--- config.mk ---
export PLATFORM = sky130hd
export DESIGN_NAME = i2c_lane_cfg
export DESIGN_NICKNAME = d
export VERILOG_FILES = /design/src/rtl/i2c_lane_pkg.sv /design/src/rtl/i2c_line_filter.sv /design/src/rtl/i2c_bus_events.sv /design/src/rtl/i2c_cfg_engine.sv /design/src/rtl/i2c_cfg_regs.sv /design/src/rtl/i2c_lane_cfg.sv
export SDC_FILE = /design/constraint.sdc
export NUM_CORES = 1
export LEC_CHECK = 0
export ABC_AREA = 1
export CORE_AREA = 2 2 134 136
export DETAILED_ROUTE_END_ITERATION = 8
export DIE_AREA = 0 0 136 138
export HOLD_SLACK_MARGIN = 0.06
export SYNTH_ARGS = -nofsm -noshare
export SYNTH_HDL_FRONTEND = slang
export SYNTH_SLANG_ARGS = --single-unit
--- constraint.sdc ---
create_clock -name clk -period 1.6 [get_ports clk]
set_input_delay 0.24 -clock clk [delete_from_list [all_inputs] [get_ports clk]]
set_output_delay 0.24 -clock clk [all_outputs]
set_load 0.01 [all_outputs]
--- src/rtl/i2c_lane_pkg.sv ---
package i2c_lane_pkg;

  localparam int BYTE_W = 8;

  typedef enum logic [2:0] {
    ST_IDLE,
    ST_RX,
    ST_ACK,
    ST_TX,
    ST_MACK
  } bus_state_e;

endpackage

--- src/rtl/i2c_line_filter.sv ---
module i2c_line_filter #(
  parameter int SYNC_STAGES = 2,
  parameter int FILT_LEN    = 3
) (
  input  logic clk,
  input  logic rst,
  input  logic line_i,
  output logic line_o
);

  logic [SYNC_STAGES-1:0] sync_q;
  logic [FILT_LEN-1:0]    hist_q;

  // Idle bus level is high; the filtered level moves only on a unanimous history.
  always_ff @(posedge clk) begin
    if (rst) begin
      sync_q <= '1;
      hist_q <= '1;
      line_o <= 1'b1;
    end else begin
      sync_q <= {sync_q[SYNC_STAGES-2:0], line_i};
      hist_q <= {hist_q[FILT_LEN-2:0], sync_q[SYNC_STAGES-1]};
      if (&hist_q)
        line_o <= 1'b1;
      else if (~|hist_q)
        line_o <= 1'b0;
    end
  end

endmodule

--- src/rtl/i2c_bus_events.sv ---
module i2c_bus_events #(
  parameter int SYNC_STAGES = 2,
  parameter int FILT_LEN    = 3
) (
  input  logic clk,
  input  logic rst,
  input  logic scl_i,
  input  logic sda_i,
  output logic sda_o,
  output logic scl_rise_o,
  output logic scl_fall_o,
  output logic start_o,
  output logic stop_o
);

  localparam int LINES = 2;
  localparam int SCL_IDX = 1;
  localparam int SDA_IDX = 0;

  logic [LINES-1:0] raw_lines;
  logic [LINES-1:0] filt_lines;
  logic             scl_q, sda_q;
  logic             scl_f, sda_f;

  assign raw_lines = {scl_i, sda_i};

  for (genvar g = 0; g < LINES; g++) begin : g_line
    i2c_line_filter #(
      .SYNC_STAGES(SYNC_STAGES),
      .FILT_LEN   (FILT_LEN)
    ) u_filt (
      .clk   (clk),
      .rst   (rst),
      .line_i(raw_lines[g]),
      .line_o(filt_lines[g])
    );
  end

  assign scl_f = filt_lines[SCL_IDX];
  assign sda_f = filt_lines[SDA_IDX];

  always_ff @(posedge clk) begin
    if (rst) begin
      scl_q <= 1'b1;
      sda_q <= 1'b1;
    end else begin
      scl_q <= scl_f;
      sda_q <= sda_f;
    end
  end

  assign sda_o      = sda_f;
  assign scl_rise_o = scl_f & ~scl_q;
  assign scl_fall_o = ~scl_f & scl_q;
  // SDA edges qualified by SCL high both before and after the edge
  assign start_o    = scl_f & scl_q & sda_q & ~sda_f;
  assign stop_o     = scl_f & scl_q & ~sda_q & sda_f;

endmodule

--- src/rtl/i2c_cfg_engine.sv ---
module i2c_cfg_engine
  import i2c_lane_pkg::*;
#(
  parameter logic [6:0] DEV_ADDR  = 7'h69,
  parameter int         NUM_REGS  = 3,
  parameter int         PTR_W     = 2,
  parameter int         HDR_BYTES = 2
) (
  input  logic              clk,
  input  logic              rst,
  input  logic              pwr_down_i,
  input  logic              scl_rise_i,
  input  logic              scl_fall_i,
  input  logic              start_i,
  input  logic              stop_i,
  input  logic              sda_i,
  input  logic [BYTE_W-1:0] rd_data_i,
  output logic [PTR_W-1:0]  rd_addr_o,
  output logic              wr_en_o,
  output logic [PTR_W-1:0]  wr_addr_o,
  output logic [BYTE_W-1:0] wr_data_o,
  output logic              sda_pull_o
);

  localparam int                HW      = $clog2(HDR_BYTES + 1);
  localparam logic [HW-1:0]     HDR_END = HW'(HDR_BYTES);
  localparam logic [PTR_W-1:0]  PTR_END = PTR_W'(NUM_REGS);
  localparam logic [3:0]        BIT_ALL = 4'(BYTE_W);
  localparam logic [3:0]        BIT_LST = 4'(BYTE_W - 1);

  bus_state_e        state_q;
  logic [3:0]        cnt_q;
  logic [BYTE_W-1:0] shift_q;
  logic              rw_q;
  logic              is_addr_q;
  logic [HW-1:0]     hdr_q;
  logic [PTR_W-1:0]  ptr_q;

  assign rd_addr_o = ptr_q;

  always_ff @(posedge clk) begin
    if (rst) begin
      state_q    <= ST_IDLE;
      cnt_q      <= '0;
      shift_q    <= '1;
      rw_q       <= 1'b0;
      is_addr_q  <= 1'b0;
      hdr_q      <= '0;
      ptr_q      <= '0;
      wr_en_o    <= 1'b0;
      wr_addr_o  <= '0;
      wr_data_o  <= '0;
      sda_pull_o <= 1'b0;
    end else begin
      wr_en_o    <= 1'b0;
      sda_pull_o <= !pwr_down_i &&
                    ((state_q == ST_ACK) || (state_q == ST_TX && !shift_q[BYTE_W-1]));
      if (pwr_down_i) begin
        state_q <= ST_IDLE;
      end else if (start_i) begin
        state_q   <= ST_RX;
        cnt_q     <= '0;
        is_addr_q <= 1'b1;
      end else if (stop_i) begin
        state_q <= ST_IDLE;
      end else begin
        unique case (state_q)
          ST_RX: begin
            if (scl_rise_i && cnt_q != BIT_ALL) begin
              shift_q <= {shift_q[BYTE_W-2:0], sda_i};
              cnt_q   <= cnt_q + 4'd1;
            end else if (scl_fall_i && cnt_q == BIT_ALL) begin
              if (is_addr_q) begin
                if (shift_q[BYTE_W-1:1] == DEV_ADDR) begin
                  state_q <= ST_ACK;
                  rw_q    <= shift_q[0];
                  ptr_q   <= '0;
                  hdr_q   <= '0;
                end else begin
                  state_q <= ST_IDLE;
                end
              end else begin
                state_q <= ST_ACK;
                if (hdr_q != HDR_END) begin
                  hdr_q <= hdr_q + HW'(1);
                end else if (ptr_q != PTR_END) begin
                  wr_en_o   <= 1'b1;
                  wr_addr_o <= ptr_q;
                  wr_data_o <= shift_q;
                  ptr_q     <= ptr_q + PTR_W'(1);
                end
              end
            end
          end
          ST_ACK: begin
            if (scl_fall_i) begin
              cnt_q     <= '0;
              is_addr_q <= 1'b0;
              if (rw_q) begin
                state_q <= ST_TX;
                shift_q <= rd_data_i;
              end else begin
                state_q <= ST_RX;
              end
            end
          end
          ST_TX: begin
            if (scl_fall_i) begin
              if (cnt_q == BIT_LST) begin
                state_q <= ST_MACK;
              end else begin
                shift_q <= {shift_q[BYTE_W-2:0], 1'b1};
                cnt_q   <= cnt_q + 4'd1;
              end
            end
          end
          ST_MACK: begin
            if (scl_rise_i) begin
              if (sda_i)
                state_q <= ST_IDLE;
              else if (ptr_q != PTR_END)
                ptr_q <= ptr_q + PTR_W'(1);
            end else if (scl_fall_i) begin
              state_q <= ST_TX;
              cnt_q   <= '0;
              shift_q <= rd_data_i;
            end
          end
          default: state_q <= ST_IDLE;
        endcase
      end
    end
  end

  // any START outside power-down begins a fresh address byte
  assert_start_enters_rx_R9: assert property (@(posedge clk) disable iff (rst)
    (start_i && !pwr_down_i) |=> (state_q == ST_RX));

  // STOP returns the slave to idle
  assert_stop_goes_idle_R11: assert property (@(posedge clk) disable iff (rst)
    (stop_i && !start_i && !pwr_down_i) |=> (state_q == ST_IDLE));

  // SDA released one clock after power-down
  assert_pd_release_R10: assert property (@(posedge clk) disable iff (rst)
    pwr_down_i |=> !sda_pull_o);

  // no register write issued from a power-down cycle
  assert_pd_no_write_R10: assert property (@(posedge clk) disable iff (rst)
    pwr_down_i |=> !wr_en_o);

endmodule

--- src/rtl/i2c_cfg_regs.sv ---
module i2c_cfg_regs
  import i2c_lane_pkg::*;
#(
  parameter int LANES    = 18,
  parameter int NUM_REGS = 3,
  parameter int PTR_W    = 2
) (
  input  logic              clk,
  input  logic              rst,
  input  logic              wr_en_i,
  input  logic [PTR_W-1:0]  wr_addr_i,
  input  logic [BYTE_W-1:0] wr_data_i,
  input  logic [PTR_W-1:0]  rd_addr_i,
  output logic [BYTE_W-1:0] rd_data_o,
  output logic [LANES-1:0]  lane_en_o
);

  localparam int               FULL_REGS = LANES / BYTE_W;
  localparam int               TAIL      = LANES % BYTE_W;
  localparam logic [PTR_W-1:0] PTR_END   = PTR_W'(NUM_REGS);

  logic [BYTE_W-1:0] mem_q [NUM_REGS];
  logic [LANES-1:0]  lane_d;

  always_ff @(posedge clk) begin
    if (rst) begin
      for (int i = 0; i < NUM_REGS; i++)
        mem_q[i] <= '1;
    end else if (wr_en_i) begin
      mem_q[wr_addr_i] <= wr_data_i;
    end
  end

  assign rd_data_o = (rd_addr_i < PTR_END) ? mem_q[rd_addr_i] : '1;

  // Full bytes map bit-for-bit; a partial last byte uses its top bits
  for (genvar l = 0; l < LANES; l++) begin : g_lane
    localparam int SRC_BYTE = l / BYTE_W;
    localparam int SRC_BIT  = (l < FULL_REGS * BYTE_W) ? (l % BYTE_W)
                                                       : (BYTE_W - TAIL) + (l - FULL_REGS * BYTE_W);
    assign lane_d[l] = mem_q[SRC_BYTE][SRC_BIT];
  end

  always_ff @(posedge clk) begin
    if (rst)
      lane_en_o <= '1;
    else
      lane_en_o <= lane_d;
  end

  // writes never land beyond the last register
  assert_wr_in_range_R6: assert property (@(posedge clk) disable iff (rst)
    wr_en_i |-> (wr_addr_i < PTR_END));

  // every lane enabled right after reset
  assert_lanes_reset_R1: assert property (@(posedge clk) disable iff (rst)
    $fell(rst) |-> (lane_en_o == '1));

endmodule

--- src/rtl/i2c_lane_cfg.sv ---
module i2c_lane_cfg
  import i2c_lane_pkg::*;
#(
  parameter logic [6:0] DEV_ADDR    = 7'h69,
  parameter int         LANES       = 18,
  parameter int         HDR_BYTES   = 2,
  parameter int         SYNC_STAGES = 2,
  parameter int         FILT_LEN    = 3
) (
  input  logic             clk,
  input  logic             rst,
  input  logic             scl_i,
  input  logic             sda_i,
  input  logic             pwr_down_i,
  output logic             sda_pull_o,
  output logic [LANES-1:0] lane_en_o
);

  localparam int NUM_REGS = (LANES + BYTE_W - 1) / BYTE_W;
  localparam int PTR_W    = $clog2(NUM_REGS + 1);

  logic              sda_f, scl_rise, scl_fall, start_p, stop_p;
  logic              wr_en;
  logic [PTR_W-1:0]  wr_addr, rd_addr;
  logic [BYTE_W-1:0] wr_data, rd_data;

  i2c_bus_events #(
    .SYNC_STAGES(SYNC_STAGES),
    .FILT_LEN   (FILT_LEN)
  ) u_events (
    .clk       (clk),
    .rst       (rst),
    .scl_i     (scl_i),
    .sda_i     (sda_i),
    .sda_o     (sda_f),
    .scl_rise_o(scl_rise),
    .scl_fall_o(scl_fall),
    .start_o   (start_p),
    .stop_o    (stop_p)
  );

  i2c_cfg_engine #(
    .DEV_ADDR (DEV_ADDR),
    .NUM_REGS (NUM_REGS),
    .PTR_W    (PTR_W),
    .HDR_BYTES(HDR_BYTES)
  ) u_engine (
    .clk       (clk),
    .rst       (rst),
    .pwr_down_i(pwr_down_i),
    .scl_rise_i(scl_rise),
    .scl_fall_i(scl_fall),
    .start_i   (start_p),
    .stop_i    (stop_p),
    .sda_i     (sda_f),
    .rd_data_i (rd_data),
    .rd_addr_o (rd_addr),
    .wr_en_o   (wr_en),
    .wr_addr_o (wr_addr),
    .wr_data_o (wr_data),
    .sda_pull_o(sda_pull_o)
  );

  i2c_cfg_regs #(
    .LANES   (LANES),
    .NUM_REGS(NUM_REGS),
    .PTR_W   (PTR_W)
  ) u_regs (
    .clk      (clk),
    .rst      (rst),
    .wr_en_i  (wr_en),
    .wr_addr_i(wr_addr),
    .wr_data_i(wr_data),
    .rd_addr_i(rd_addr),
    .rd_data_o(rd_data),
    .lane_en_o(lane_en_o)
  );

endmodule

== Word-level counts from Yosys, hierarchy flattened ==
Memory sizes are Yosys's and may differ from the RTL's. A register that Yosys moved wholly into a read port is not among the register bits.
Index checks and enable logic that the tools add are counted.

* Equal/unequal tests: 39
* Multiplexer cells: 57
* Reduce and logical (&&, ||, !) cells: 32
* Bitwise logic cells: 19
* Magnitude comparators: 1
* Add/sub/neg operators: 3

{| class="wikitable"
|+ Operators with widths
! kind !! number
|-
| $mux 8 || 9
|-
| $mux 2 || 16
|-
| $pmux 8 s4 || 1
|-
| $mux 4 || 7
|-
| $mux 3 || 8
|-
| $reduce_and 7->1 || 3
|-
| $ne 2x2->1 const B || 9
|-
| $pmux 4 s4 || 1
|-
| $reduce_and 8->1 || 2
|-
| $ne 2x1->1 const B || 7
|-
| $mux 1 || 13
|-
| $ne 3x3->1 const B || 4
|-
| $ne 4x3->1 const B || 3
|-
| $ne 4x4->1 const B || 3
|-
| $not 1->1 || 12
|-
| $pmux 3 s4 || 1
|-
| $reduce_and 11->1 || 1
|-
| $reduce_and 10->1 || 1
|-
| $ne 3x2->1 const B || 3
|-
| $reduce_and 9->1 || 1
|-
| $reduce_or 9->1 || 1
|-
| $reduce_bool 2->1 || 4
|-
| $reduce_or 8->1 || 1
|-
| $and 1x1->1 || 7
|-
| 23 further kinds || 33
|}

* Register bits after elaboration: 47
* Input port bits: 5
* Memories kept: 1
* Logic and storage cells: 172
* Bits in writable memories: 24

{| class="wikitable"
|+ Memories
! name !! words !! width !! read ports !! clocked after memory_dff !! wr ports !! line !! RTL
|-
| u_regs.mem_q || 3 || 8 || 4 || 4 || 3 || i2c_cfg_regs.sv:22 || <nowiki>logic [BYTE_W-1:0] mem_q [NUM_REGS];</nowiki>
|}

== Logic depth before layout (Yosys ltp) ==
Gate-level depths: netlist of run 1.

* Depth in word-level cells: 9
* Gate-level depth with buffers: 11
* Depth with buffers taken out: 11

== Modules after synthesis ==
From an unflattened synthesis of run 1, not the netlist that was laid out.

* Cell total of the unflattened synthesis: 513
* Area total of the unflattened synthesis: 3997.6 um^2

{| class="wikitable"
|+ By module, submodules not included
! module !! cells each !! area an instance (um^2) !! times used !! seq. area each (um^2)
|-
| i2c_cfg_engine || 283 || 1824.2 || 1 || 660.6
|-
| i2c_cfg_regs || 170 || 1705.4 || 1 || 1081.0
|-
| i2c_line_filter || 22 || 187.7 || 2 || 120.1
|-
| i2c_bus_events || 16 || 92.6 || 1 || 40.0
|}

== Least setup slack after synthesis of run 1 ==
Ideal clock, no wire load.

* Path type: register -> register
* Start: reg u_engine.wr_addr_o[0]
* End: mem u_regs.mem_q[3][0], enable pin
* Library setup time: 0.383 ns
* Data arrival time: 1.089 ns
* Slack: 0.127 ns
* Path buffers: 0
* Stages on the path, launching flop included: 3
* Required time: 1.217 ns
* Cells stage by stage: dfxtp_1 -> inv_1 -> nor3_1

{| class="wikitable"
|+ RTL lines
! element !! line !! RTL
|-
| from (decl) || i2c_cfg_engine.sv:20 || <nowiki>output logic [PTR_W-1:0] wr_addr_o,</nowiki>
|-
| from (signal assigned) || i2c_cfg_engine.sv:88 || <nowiki>wr_addr_o <= ptr_q;</nowiki>
|-
| to (decl) || i2c_cfg_regs.sv:22 ||
|}

== Worst setup path after layout of run 1 ==
* Start: reg u_engine.cnt_q[0]
* End: reg u_engine.wr_data_o[0]

* Longest elaborated chain between the ends: 4
* Elaborated cells on any way between the ends: 6

{| class="wikitable"
|+ RTL lines
! element !! line !! RTL
|-
| from (decl) || i2c_cfg_engine.sv:32 || <nowiki>logic [3:0] cnt_q;</nowiki>
|-
| from (signal assigned) || i2c_cfg_engine.sv:71 || <nowiki>cnt_q <= cnt_q + 4'd1;</nowiki>
|-
| from (signal assigned) || i2c_cfg_engine.sv:113 || <nowiki>cnt_q <= cnt_q + 4'd1;</nowiki>
|-
| $ne 4x4->1 || i2c_cfg_engine.sv:69 || <nowiki>if (scl_rise_i && cnt_q != BIT_ALL) begin</nowiki>
|-
| $logic_and 1x1->1 || i2c_cfg_engine.sv:69 ||
|-
| $not 1->1 (no source line) || -- ||
|-
| $reduce_and 9->1 (no source line) (*) || -- ||
|-
| to (signal assigned) || i2c_cfg_engine.sv:89 || <nowiki>wr_data_o <= shift_q;</nowiki>
|-
| to (decl) || i2c_cfg_engine.sv:21 || <nowiki>output logic [BYTE_W-1:0] wr_data_o,</nowiki>
|}

Mark *: on every way between the ends. The rest lies on a longest branch, timed or not.
A chain may end at the register's enable or synchronous reset.

==> results of run 1 <==
## per-stage QoR
step           area [µm²]  power [µW]  setup WS (ns)  TNS [ns]  hold WS, ns
2_1_floorplan        4253        3763         0.1274         0       0.3438
3_3_place_gp         5054        4179       -0.07435    -1.815       0.3933
3_5_place_dp         5054        4189       -0.07463    -1.917       0.3970
4_1_cts              5384        6317       0.004007         0       0.4133
5_1_grt              5495        6724      -0.007806  -0.02467       0.4280
6_report             5495        6340        0.07473         0       0.4121
## area by class of cell
| type | instances | area [µm²] |
|---|---|---|
| sequential | 99 | 2310 |
| clock buffer | 10 | 229.0 |
| clock inverter | 6 | 56.30 |
| inverter | 60 | 225.2 |
| multi-input combinational | 346 | 1770 |
| tap | 229 | 286.5 |
| fill | 1908 | 12040 |
| timing repair buffer | 69 | 618.1 |
## worst min-delay path by stage
stage	slack (ns)	to	start	depth (start not counted)
finish	0.41	u_events.g_line[1].u_filt.sync_q[1]	u_events.g_line[1].u_filt.sync_q[0]	1
global route	0.43	u_events.g_line[1].u_filt.sync_q[1]	u_events.g_line[1].u_filt.sync_q[0]	1
CTS	0.41	u_events.g_line[1].u_filt.sync_q[1]	u_events.g_line[1].u_filt.sync_q[0]	1
detailed placement	0.40	u_events.g_line[1].u_filt.sync_q[1]	u_events.g_line[1].u_filt.sync_q[0]	1
global placement	0.39	u_events.g_line[1].u_filt.sync_q[1]	u_events.g_line[1].u_filt.sync_q[0]	1
floorplan	0.34	u_events.g_line[0].u_filt.sync_q[0]	sda_i	1
## cells in the mapped netlist
cell	number	area, µm²
nand2_1	138	518.0
dfxtp_1	67	1341
nor2_1	60	225.2
inv_1	57	214.0
nand3_1	44	220.2
edfxtp_1	32	960.9
o21ai_0	22	110.1
or2_2	20	125.1
a21oi_1	16	80.08
o211ai_1	13	97.59
clkbuf_1	10	37.54
nor3_1	5	25.02
nand3_2	4	40.04
buf_2	3	15.01
ha_1	3	37.54
inv_2	3	11.26
nor2_4	3	33.78
nor3_2	3	30.03
buf_4	2	15.01
nand2_2	2	12.51
nand2_4	2	22.52
nand3b_1	2	15.01
nand4_1	2	12.51
a211oi_1	1	7.510
a31oi_1	1	6.260
and3_1	1	6.260
buf_1	1	3.750
nor2_2	1	6.260
nor4_1	1	6.260
o31ai_1	1	7.510
xor2_1	1	8.760
## state kept, by name (all words and copies together) (netlist names), named ones only
name / flops
lane_en_o: 18
u_engine.cnt_q: 4
u_engine.hdr_q: 2
u_engine.is_addr_q: 1
u_engine.rd_addr_o: 2
u_engine.rw_q: 1
u_engine.sda_pull_o: 1
u_engine.shift_q: 8
u_engine.state_q: 3
u_engine.wr_addr_o: 2
u_engine.wr_data_o: 8
u_engine.wr_en_o: 1
u_events.g_line.u_filt.hist_q: 6
u_events.g_line.u_filt.line_o: 2
u_events.g_line.u_filt.sync_q: 4
u_events.scl_q: 1
u_events.sda_q: 1
u_regs.mem_q: 32
## kinds of logic (layout without fill, tap and decap cells)
kind of cell,after synthesis,after routing,synth area share
buffers and inverters,76,145,0.06973
and+or+nand+nor,288,288,0.3054
xor gates and xnor gates,1,1,0.002060
adders and majority gates,3,3,0.008827
AOI/OAI and AO/OA,54,54,0.07267
DFF,99,99,0.5413
## placed cells by master (no fill, tap or decap), drive strengths merged, types with 20 or more instances in the layout
cell           count
buf               45
clkdlybuf4s50     23
dfxtp             67
edfxtp            32
inv               63
nand2            142
nand3             48
nor2              64
o21ai             22
or2               20
## power groups by stage
stage	Clock, µW	Combinational, µW	Sequential [µW]
2_1_floorplan	0	916	2850
3_3_place_gp	0	1310	2870
3_5_place_dp	0	1320	2870
4_1_cts	2150	1350	2820
5_1_grt	2260	1620	2840
6_report	2100	1420	2820
## repair_timing
action                                  in CTS  in global routing
hold endpoints to repair                     0                  0
pin swaps                                    3                  8
hold buffers                                 0                  0
endpoints found under the setup margin      27                 31
cloned                                       0                  1
setup buffers                                0                  1
resized for setup                           13                 29
## layer usage
metal  track usage  part of all wire  vias to the layer above
met5             0                 0                        -
met4       0.04221             0.020                        0
met3       0.02494             0.048                       16
met2        0.1690              0.45                       71
met1        0.1527              0.48                     1559
li1              -                 -                     1806
==> impl_results.md, run 1 <==
- Global-route wire length before repair: 16240 µm
- Crit. End Element: flop
- Cells after Synth: 521
- CP startpoint: u_engine.cnt_q[0]
- Synth warn: 0
- Net count after synthesis: 529
- IO buf count: 23
- Clk network pwr share: 0.331
- Tot GR Track Use: 0.1109
- Setup crit start kind: flop
- H-tree depth: 3
- FF-to-FF End: u_engine.wr_data_o[0]
- # setup viols final: 0
- Clk slew on worst S/H paths: 0.07 ns
- CP peak stage delay: 0.33 ns
- R2R Path Start: u_engine.cnt_q[0]
- Cell Int Power: 4369 µW
- Clk buf depth: 2
- Seq pwr share: 0.445
- Max Clock Freq: 0.6556 GHz
- Slowest library cell on the worst path: dfxtp_2
- Final cell count without fillers: 819
- DR iter-0 viols: 219
- Vias in the first global route: 3273
- Chip Width: 136 µm
- Worst setup path endpoint: u_engine.wr_data_o[0]
- Distinct cells, synth: 31
- Slew HR: 0.7103
- WL/cell: 12.15 µm
- Sw Share: 0.3109
- Most frequent CP cell: inv_2
- Pwr Density: 1154 nW/µm²
- Routed via count: 3452
- Worst Path Arrival: 1.80 ns
- Pre-antenna DRT Iters: 4
- Crit path cell chain: inv_2 > ha_4 > nand3_4 > nor2_4 > inv_2 > nor2_2 > nand2_2 > buf_12 > buf_4 > a21oi_1
- Skew-Pair Late Insertion Delay: 0.35 ns
- R2r setup slk: 0.07 ns
- Initial antenna violation count: 0
- Clk Tree Root Cell: clkbuf_16
- Largest net degree at the start of global routing: 40
- Critical path class: flop to flop
- Vias per inst: 4.215
- Routed wire length: 9947 µm
- TritonCTS clock tree: yes
- Post-Syn Area: 4253 µm²
- Fin. Hold Viols: 0
- I/O pin cnt: 24
- Fin crit share: 0.9533
- Depth of the worst register-to-register path: 10
- Leak pwr: 0.002203 µW
- Routability cong.: 0.9037
- Slew at the pin closest to its max-slew limit: 0.4341 ns
- DP HPWL: 7175 µm
- Final slew viol count: 0
- DRC viols: 0
- CP bufs+invs: 4
- Worst vdd ir: 0.5602 mV
- Largest delay share family, worst path: simple AND/OR/NAND/NOR gates
- Initial Utilization: 0.2425
- Max Clock Skew: 0.008159 ns
- Inserted Clock Buffers: 9
- DIE AREA: 18770 µm²
- Antenna Cells: 0
- Total grt overflow: 0
- Crit path max fanout: 10
- Hold Crit Class: flop to flop
- Die height: 138 µm
- Layout area overhead: 29.21%
- Switch Pwr: 1971 µW
- Nets@finish: 593
- RSZ-0062 raised after global routing: true
- Row cnt: 49
- Post-Place Cells: 801
- Combinational share of power: 0.223
- Fraction of final layout cells sized beyond drive strength 1: 0.2169
- Mapped Avg Cell Area: 8.163 µm²
- Final Util: 0.3134
- Stages on worst setup path: 10
- Yosys reg bits: 99
- Max-capacitance violation count: 0
- Worst Path Required: 1.88 ns
- Sequential fraction of the synthesis area: 0.5413
- Antenna viol nets, final: 0
- Core ar.: 17530 µm²
- Status: finished, final reports clean
- CTS sink count: 99
- Final min period: 1.525 ns
Power figures use the tool's default switching activity.
==> run 2: changes to the inputs <==
--- a/config.mk
+++ b/config.mk
@@ -9,7 +9,7 @@
 export CORE_AREA = 2 2 134 136
 export DETAILED_ROUTE_END_ITERATION = 8
 export DIE_AREA = 0 0 136 138
-export HOLD_SLACK_MARGIN = 0.06
+export HOLD_SLACK_MARGIN = 0.08
 export SYNTH_ARGS = -nofsm -noshare
 export SYNTH_HDL_FRONTEND = slang
 export SYNTH_SLANG_ARGS = --single-unit
==> results of run 2 <==
Same layout as run 1: the final DEF is identical, and so are final timing and power.
==> run 3: changes to the inputs <==
==> constraint.sdc (replaced) <==
create_clock -name clk -period 1.9 [get_ports clk]
set_input_delay 0.285 -clock clk [delete_from_list [all_inputs] [get_ports clk]]
set_output_delay 0.285 -clock clk [all_outputs]
set_load 0.01 [all_outputs]
==> run 3 against run 2 <==
  * Core utilization fell by 2.0 points
  * Cell area down 6.4%
  * Critical path depth decreased by 2
  * Sequential cell count unchanged
  * Power decreased by 19%
  * Combinational power down 33%
  * Routed wire length shrank 5.2%
  * Sequential share of layout area grew 2.7 points
  * Global-route usage decreased by 0.42 points
  * Highest routed layer unchanged
==> impl_results.md, run 3 (same netlist as run 1, synthesis figures left out) <==
- Status: finished, final reports clean (unchanged)
- Routed via count: 3298 (was 3452)
- Row cnt: 49 (unchanged)
- Clk buf depth: 2 (unchanged)
- Vias per inst: 4.164 (was 4.215)
- Layout area overhead: 20.92% (was 29.21%)
- Commonest non-fill, non-tap cell in the layout: nand2_1 (unchanged)
- Fin crit share: 0.8867 (was 0.9533)
- Clk Tree Root Cell: clkbuf_16 (unchanged)
- Worst Path Required: 2.18 ns (was 1.88 ns)
- DR iter-0 viols: 190 (was 219)
- TritonCTS clock tree: yes (unchanged)
- Slew at the pin closest to its max-slew limit: 0.4378 ns (was 0.4341 ns)
- Chip Width: 136 µm (unchanged)
- RSZ-0062 raised after global routing: false (was true)
- Final min period: 1.685 ns (was 1.525 ns)
- Pwr Density: 998.1 nW/µm² (was 1154 nW/µm²)
- Final Cell Area: 5142 µm² (was 5495 µm²)
- Nets@finish: 566 (was 593)
- DP HPWL: 6905 µm (was 7175 µm)
- Most frequent cells in the layout: 138 x nand2_1, 67 x dfxtp_1, 60 x nor2_1 (was 131 x nand2_1, 61 x dfxtp_1, 55 x nor2_1)
- IO buf count: 23 (unchanged)
- Dpl ws: 0.1242 ns (was -0.07463 ns)
- Pre-antenna DRT Iters: 4 (unchanged)
- Setup crit start kind: flop (unchanged)
- Routability cong.: 0.8494 (was 0.9037)
- Top flop regs: u_regs.mem_q (32), lane_en_o (18) (unchanged)
- Leak pwr: 0.002057 µW (was 0.002203 µW)
- Max FFs per register: 32 (unchanged)
- Largest register by flop count: u_regs.mem_q (unchanged)
- DIE AREA: 18770 µm² (unchanged)
- Worst hold slack: 0.4146 ns (was 0.4121 ns)
- Worst vdd ir: 0.4191 mV (was 0.5602 mV)
- Clk slew on worst S/H paths: 0.07 ns (about the same)
- Tot GR Track Use: 0.1067 (was 0.1109)
- CTS sink count: 99 (unchanged)
- # setup viols final: 0 (unchanged)
- H-tree depth: 3 (unchanged)
- Max Clock Freq: 0.5936 GHz (was 0.6556 GHz)
- Crit. End Element: flop (unchanged)
- Worst setup margin: 0.2154 ns (was 0.07473 ns)
- Inserted Clock Buffers: 9 (unchanged)
- Initial antenna violation count: 0 (unchanged)
- Die height: 138 µm (unchanged)
- Critical path class: flop to flop (unchanged)
- Setup_tns: 0 ns (unchanged)
- Antenna viol nets, final: 0 (unchanged)
- Total grt overflow: 0 (unchanged)
- Post-Place Cells: 775 (was 801)
- DRC viols: 0 (unchanged)
- Max-capacitance violation count: 0 (unchanged)
- Placed Area: 4846 µm² (was 5054 µm²)
- Initial Utilization: 0.2425 (unchanged)
- Worst Path Arrival: 1.97 ns (was 1.80 ns)
- Largest net degree at the start of global routing: 40 (unchanged)
- Max Clock Skew: 0.009904 ns (was 0.008159 ns)
- WL/cell: 11.90 µm (was 12.15 µm)
- Fin. Hold Viols: 0 (unchanged)
- Slew HR: 0.7078 (was 0.7103)
- Hold Crit Class: flop to flop (unchanged)
- Crit path max fanout: 18 (was 10)
- Skew-Pair Late Insertion Delay: 0.35 ns (about the same)
- Fraction of final layout cells sized beyond drive strength 1: 0.1243 (was 0.2169)
- Global-route wire length before repair: 15640 µm (was 16240 µm)
- Routed wire length: 9427 µm (was 9947 µm)
- Core ar.: 17530 µm² (unchanged)
- I/O pin cnt: 24 (unchanged)
- Antenna Cells: 0 (unchanged)
- Final slew viol count: 0 (unchanged)
- Final cell count without fillers: 792 (was 819)
- Vias in the first global route: 3104 (was 3273)
[run 3: where the power goes]
| part | switching [µW] | internal [µW] | leakage (µW) |
|---|---|---|---|
| clock | 766 | 1030 | 0.000141 |
| combinational | 617 | 335 | 0.00112 |
| sequential | 108 | 2280 | 0.000800 |
| total | 1490 | 3640 | 0.00206 |
[run 3: final timing paths]
check	start	end	slack (ns)	cells after the start
setup / recovery	u_engine.state_q[0]	u_engine.shift_q[7]	0.22	8
hold / removal	u_events.g_line[0].u_filt.sync_q[1]	u_events.g_line[0].u_filt.hist_q[0]	0.41	1
setup reg to reg	u_engine.state_q[0]	u_engine.shift_q[7]	0.22	8
hold reg to reg	u_events.g_line[0].u_filt.sync_q[1]	u_events.g_line[0].u_filt.hist_q[0]	0.41	1
[run 3: layer usage]
metal	up-vias	track usage	share of wire
li1	1744	-	-
met1	1472	0.1459	0.49
met4	0	0.05099	0.026
met2	67	0.1592	0.44
met5	-	0	0
met3	15	0.02347	0.042
[run 3: final cells by class]
cell class                      instances  area (µm²)
Fill cell                            1904       12390
Sequential cell                        99        2302
Multi-Input combinational cell        346        1654
Timing Repair Buffer                   42       385.4
Tap cell                              229       286.5
Clock buffer                           12       236.5
Inverter                               60       225.2
Clock inverter                          4       52.55
[run 3: critical path, stage by stage (launching register included)]
cell and delay, ns:
dfxtp_1 0.53, inv_1 0.12, nand3_2 0.15, nand2_4 0.16, nand2_1 0.15, nand3_1 0.13
nor2_4 0.21, nand2_1 0.08, nand3_1 0.08
[run 3: what timing repair did]
action                                  CTS  global route
hold buffers                              0             0
setup buffers                             0             1
endpoints found under the setup margin    0             2
gates resized for setup                   0             0
[run 3: stage by stage]
stage	total power, µW	utilization
final	5133	0.2933
after detailed placement	3389	0.2764
after floorplan	3169	-
after global placement	3382	0.2764
after global routing	5427	0.2933
after CTS	5174	0.2929
